<file path="src/rtl/alu16_pkg.sv">
// Package: alu16_pkg
// Purpose : shared function-code encoding for the 16-bit ALU.
// Assumes : the decoder drives the 3-bit code directly. Codes 000 and
//           110 carry no function.
package alu16_pkg;

    typedef enum logic [2:0] {
        FN_NONE = 3'b000,
        FN_ADD  = 3'b001,
        FN_AND  = 3'b010,
        FN_SUB  = 3'b011,
        FN_OR   = 3'b100,
        FN_SLT  = 3'b101,
        FN_RSVD = 3'b110,
        FN_MUL  = 3'b111
    } alu_fn_e;

endpackage

</file>
<file path="src/rtl/alu16_arith.sv">
// Module : alu16_arith
// Purpose: two's-complement sum, difference and signed less-than.
// Assumes: WIDTH >= 2. Carry and overflow are not reported.
module alu16_arith #(
    parameter int WIDTH = 16
) (
    input  logic [WIDTH-1:0] a,
    input  logic [WIDTH-1:0] b,
    output logic [WIDTH-1:0] sum,
    output logic [WIDTH-1:0] diff,
    output logic             lt_signed
);

    localparam int MSB = WIDTH - 1;

    // Adder and subtractor; the subtractor adds the inverted B plus one.
    always_comb begin
        sum  = a + b;
        diff = a + ~b + WIDTH'(1);
    end

    // Signed compare: operands of unlike sign decide on A's sign bit,
    // operands of like sign decide on the sign of the difference.
    always_comb begin
        if (a[MSB] != b[MSB]) begin
            lt_signed = a[MSB];
        end else begin
            lt_signed = diff[MSB];
        end
    end

    // Guards: undoing the add recovers A, and the compare agrees with a
    // direct signed comparison.
    always_comb begin
        a_r1_add_inverse: assert ((sum - b) == a)
            else $error("a_r1_add_inverse");
        a_r2_sub_inverse: assert ((diff + b) == a)
            else $error("a_r2_sub_inverse");
        a_r5_slt_signed: assert (lt_signed == ($signed(a) < $signed(b)))
            else $error("a_r5_slt_signed");
    end

endmodule

</file>
<file path="src/rtl/alu16_mul.sv">
// Module : alu16_mul
// Purpose: unsigned IN_W x IN_W multiply built as a shift-and-add array.
// Assumes: the caller passes only the low bytes. The product is 2*IN_W
//          bits wide and cannot overflow.
module alu16_mul #(
    parameter int IN_W = 8
) (
    input  logic [IN_W-1:0]   x,
    input  logic [IN_W-1:0]   y,
    output logic [2*IN_W-1:0] prod
);

    localparam int PROD_W = 2 * IN_W;

    logic [PROD_W-1:0] part [IN_W];
    logic [PROD_W-1:0] acc  [IN_W+1];

    assign acc[0] = '0;

    // One row per multiplier bit: a gated, shifted copy of x is added in.
    for (genvar i = 0; i < IN_W; i++) begin : g_row
        assign part[i]  = y[i] ? (PROD_W'(x) << i) : '0;
        assign acc[i+1] = acc[i] + part[i];
    end

    // Final accumulator row is the product.
    assign prod = acc[IN_W];

    // Guard: the array agrees with a behavioural multiply.
    always_comb begin
        a_r6_mul_matches: assert (prod == (PROD_W'(x) * PROD_W'(y)))
            else $error("a_r6_mul_matches");
    end

endmodule

</file>
<file path="src/rtl/alu16_shift.sv">
// Module : alu16_shift
// Purpose: logical barrel shifter for both directions, one stage per bit of
//          the shift amount. Vacated bits are filled with zero.
// Assumes: 2**AMT_W <= WIDTH.
module alu16_shift #(
    parameter int WIDTH = 16,
    parameter int AMT_W = 3
) (
    input  logic [WIDTH-1:0] din,
    input  logic [AMT_W-1:0] amt,
    input  logic             to_right,
    output logic [WIDTH-1:0] dout
);

    logic [WIDTH-1:0] lstage [AMT_W+1];
    logic [WIDTH-1:0] rstage [AMT_W+1];

    assign lstage[0] = din;
    assign rstage[0] = din;

    // Stage k moves the data by 2**k when bit k of the amount is set.
    for (genvar k = 0; k < AMT_W; k++) begin : g_stage
        assign lstage[k+1] = amt[k] ? (lstage[k] << (1 << k)) : lstage[k];
        assign rstage[k+1] = amt[k] ? (rstage[k] >> (1 << k)) : rstage[k];
    end

    // Direction select.
    assign dout = to_right ? rstage[AMT_W] : lstage[AMT_W];

    // Guards: a zero amount passes the data through, and vacated bits are
    // zero in both directions.
    always_comb begin
        a_r7_pass_zero_amt: assert ((amt != '0) || (dout == din))
            else $error("a_r7_pass_zero_amt");
        a_r7_left_fill: assert (to_right ||
                ((dout & ~({WIDTH{1'b1}} << amt)) == '0))
            else $error("a_r7_left_fill");
        a_r8_right_fill: assert (!to_right ||
                ((dout & ~({WIDTH{1'b1}} >> amt)) == '0))
            else $error("a_r8_right_fill");
    end

endmodule

</file>
<file path="src/rtl/alu16_core.sv">
// Module : alu16_core
// Purpose: top of the combinational ALU. It selects among the arithmetic,
//          logic, multiply and shift results and derives the zero flag.
// Assumes: the shift controls override the function code. Unused codes
//          give zero. No registers, so no clock or reset.
module alu16_core #(
    parameter int DATA_W  = 16,
    parameter int MUL_W   = 8,
    parameter int SHAMT_W = 3
) (
    input  logic [DATA_W-1:0]  opnd_a,
    input  logic [DATA_W-1:0]  opnd_b,
    input  logic [2:0]         func_code,
    input  logic               shift_en,
    input  logic               shift_right,
    input  logic [SHAMT_W-1:0] shift_amt,
    output logic [DATA_W-1:0]  result,
    output logic               zero_flag
);
    import alu16_pkg::*;

    localparam int PROD_W = 2 * MUL_W;

    logic [DATA_W-1:0] sum_w;
    logic [DATA_W-1:0] diff_w;
    logic              lt_w;
    logic [PROD_W-1:0] prod_w;
    logic [DATA_W-1:0] shift_w;
    logic [DATA_W-1:0] fn_res;
    alu_fn_e           fn;

    assign fn = alu_fn_e'(func_code);

    alu16_arith #(.WIDTH(DATA_W)) u_arith (
        .a         (opnd_a),
        .b         (opnd_b),
        .sum       (sum_w),
        .diff      (diff_w),
        .lt_signed (lt_w)
    );

    alu16_mul #(.IN_W(MUL_W)) u_mul (
        .x    (opnd_a[MUL_W-1:0]),
        .y    (opnd_b[MUL_W-1:0]),
        .prod (prod_w)
    );

    alu16_shift #(.WIDTH(DATA_W), .AMT_W(SHAMT_W)) u_shift (
        .din      (opnd_b),
        .amt      (shift_amt),
        .to_right (shift_right),
        .dout     (shift_w)
    );

    // Function-code select among the non-shift results.
    always_comb begin
        case (fn)
            FN_ADD:  fn_res = sum_w;
            FN_SUB:  fn_res = diff_w;
            FN_AND:  fn_res = opnd_a & opnd_b;
            FN_OR:   fn_res = opnd_a | opnd_b;
            FN_SLT:  fn_res = DATA_W'(lt_w);
            FN_MUL:  fn_res = DATA_W'(prod_w);
            default: fn_res = '0;
        endcase
    end

    // The shift controls take priority over the function code.
    assign result    = shift_en ? shift_w : fn_res;
    assign zero_flag = (result == '0);

    // Guards: unused codes give zero, shift mode follows the shifter, and
    // the compare result is 0 or 1.
    always_comb begin
        a_r10_unused_zero: assert (shift_en ||
                !((func_code == 3'b000) || (func_code == 3'b110)) ||
                (result == '0))
            else $error("a_r10_unused_zero");
        a_r9_shift_priority: assert (!shift_en || (result == shift_w))
            else $error("a_r9_shift_priority");
        a_r5_slt_range: assert (shift_en || (func_code != 3'b101) ||
                (result <= DATA_W'(1)))
            else $error("a_r5_slt_range");
        a_r11_zero_flag: assert (zero_flag == ($countones(result) == 0))
            else $error("a_r11_zero_flag");
    end

endmodule

</file>
<file path="config.mk">
export PLATFORM = sky130hd
export DESIGN_NAME = alu16_core
export DESIGN_NICKNAME = d
export VERILOG_FILES = /design/src/rtl/alu16_pkg.sv /design/src/rtl/alu16_arith.sv /design/src/rtl/alu16_mul.sv /design/src/rtl/alu16_shift.sv /design/src/rtl/alu16_core.sv
export SDC_FILE = /design/constraint.sdc
export NUM_CORES = 1
export LEC_CHECK = 0
export CAP_MARGIN = 20
export CORE_MARGIN = 10
export CORE_UTILIZATION = 45
export DETAILED_ROUTE_END_ITERATION = 12
export DONT_BUFFER_PORTS = 1
export GPL_ROUTABILITY_DRIVEN = 0
export PLACE_DENSITY = 0.69
export SLEW_MARGIN = 30
export SYNTH_ARGS = -nofsm -noshare
export SYNTH_HDL_FRONTEND = slang
export SYNTH_SLANG_ARGS = --single-unit
</file>
<file path="constraint.sdc">
create_clock -name vclk -period 11.5
set_clock_uncertainty 0.05 [all_clocks]
set_input_delay 2.3 -clock vclk [all_inputs]
set_output_delay 2.3 -clock vclk [all_outputs]
set_load 0.005 [all_outputs]
</file>
==> results_dict.tcl <==
set metrics [dict create \
    first_pass_iters 5 \
    final_common_cell "nor2_1" \
    dp_slack_ns 1.76 \
    area_growth_pct -0.0900 \
    crit_top_cell "fa_1" \
    num-fill-cells 1196 \
    fmax_mhz 102 \
    grt_max_degree 42 \
    nClkBuffers 0 \
    drive_gt1_frac 0.0341 \
    coreArea_mm2 0.0121 \
    port_buffers 0 \
    antenna_cells 0 \
    vdd_drop_max_mv 0.0483 \
    yosysUniqueCellTypes 74 \
    wl_met3_mm 2.04 \
    whs_path_depth 1 \
    wl_met1_mm 7.10 \
    cp-start-kind "input port" \
    leakage_nw 2.60 \
    rsz0062_at_grt "no" \
    drt-total-wl_mm 18.1 \
    arrival_ns 7.42 \
    hpwl_mm 14.7 \
    crit_buf_inv 1 \
    setup_viol 0 \
    num_vias 5702 \
    grt_antenna_before_repair 0 \
    cellPowerDensity_mw_per_mm2 76.4 \
    finalCritPeriodShare 0.849 \
    track_usage 0.201 \
    crit_fanout 8 \
    die_w_um 131 \
    hold_viol_final 0 \
    crit_start "opnd_a[1]" \
    seq_cells 0 \
    wl_per_cell_um 20.7 \
    finalSetupTns_ns 0 \
    nets 865 \
    max_slew_margin 0.354 \
    final_cell_mix "83 x nor2_1, 82 x inv_1, 78 x ha_1" \
    path_delay_family "adder cells" \
    hold_class "in -> out" \
    max_stage_delay_ns 0.60 \
    worstSetupPathType "in -> out" \
    die_area_mm2 0.0172 \
    synth_nets 906 \
    crit_chain "inv_1, nor2_1, fa_1, fa_1, fa_1, ha_1, ha_1, fa_1, nand3_1, o21ai_0, nand2_1, o21ai_0, a211o_1, or4_1, or3_1, or4_1, nor4_2" \
    syn-cell-area_mm2 0.00556 \
    ys_warn_count 0 \
    dp_cells 872 \
    maxCapViolCount 0 \
    grt_pass1_wl_mm 29.8 \
    place_area_mm2 0.00556 \
    drtIter0Drc 544 \
    grt-ovfl-total 0 \
    multi_input_comb_area_mm2 0.00503 \
    hold_ws_ns 4.66 \
    tightest_slew_ns 0.967 \
    pin_count 57 \
    outcome "complete, no violations" \
    met2_wirelength_mm 8.35 \
    drc 0 \
    num_rows 40 \
    holdBufCountCts 0 \
    grt_pass1_vias 5636 \
    synth_seq_area_share 0 \
    top_layer "met4" \
    cts_setup_buffers 0 \
    cp.required_ns 9.15 \
    min_from "shift_en" \
    drv_slew 0 \
    holdPathEnd "result[1]" \
    cts_resized 0 \
    worst_slack_ns 1.73 \
    crit_path_top_delay_cell "or4_1" \
    start_util 0.461 \
    dieHeight_um 131 \
    end_kind "output port" \
    ant_nets 0 \
    synthCells 747 \
    fin_crit_ns 9.77 \
    syn_avg_cell_area_um2 7.45 \
    ff_latch_area_um2 0 \
    instances_no_fill 872 \
    vias_per_cell 6.54 \
    design_area_mm2 0.00556 \
]
cell families after synthesis:
kind of cell / after synthesis / share of synthesized area
adders and majority gates: 119 / 0.323
and+or+nand+nor: 226 / 0.193
buffers and inverters: 127 / 0.0960
xor gates and xnor gates: 20 / 0.0315
muxes: 40 / 0.0870
AOI/OAI and AO/OA: 215 / 0.270
per-stage QoR:
step,utilization,power (mW)
3_3_place_gp,0.461,0.406
4_1_cts,0.461,0.418
3_5_place_dp,0.461,0.415
5_1_grt,0.461,0.475
6_report,0.461,0.424
2_1_floorplan,-,0.335
layout make-up:
type / instances / share of cell area
timing repair buffer: 1 / 0.00135
tap: 168 / 0.0378
multi-input combinational: 620 / 0.905
inverter: 83 / 0.0561
synth_stat cells (4+ instances only):
master	instances	area (um2)
xor2_1	6	52.6
or3_1	7	43.8
nor2_1	83	312
clkbuf_1	29	109
o21ai_0	34	170
and3_1	6	37.5
o211ai_1	14	105
inv_1	82	308
o22ai_1	9	56.3
nor3b_1	4	30.0
nand4_1	4	25.0
or2_2	4	25.0
a21o_1	10	75.1
a21oi_1	43	215
buf_2	4	20.0
nand3_1	14	70.1
nand2b_1	6	37.5
mux4_2	6	135
a21boi_0	4	30.0
or4_1	4	30.0
xnor2_1	14	123
a31oi_1	12	75.1
nor3_1	9	45.0
a211oi_1	8	60.1
and2_1	7	43.8
a211o_1	4	35.0
nor2b_1	9	56.3
nand2_1	58	218
o21a_1	4	30.0
o21bai_1	7	52.6
ha_1	78	976
buf_4	4	30.0
a2111oi_0	7	61.3
o221ai_1	9	78.8
mux2i_1	30	300
fa_1	41	821
buf_6	5	56.3
layer usage:
layer  GRT usage  vias up
met1       0.251     2707
met3      0.0469       51
met5           0        -
li1            -     2609
met4      0.0650        0
met2       0.333      335
power by group:
part | leakage (nW) | switching, mW | internal [mW]
Combinational | 2.60 | 0.247 | 0.177
Clock | 0 | 0 | 0
Sequential | 0 | 0 | 0
worst max path at each step:
| stage | cells past startpoint | end |
|---|---|---|
| floorplan | 22 | zero_flag |
| global placement | 17 | zero_flag |
| detailed placement | 17 | zero_flag |
| CTS | 17 | zero_flag |
| global route | 17 | zero_flag |
| finish | 17 | zero_flag |
(Power assumes the default switching activity.)
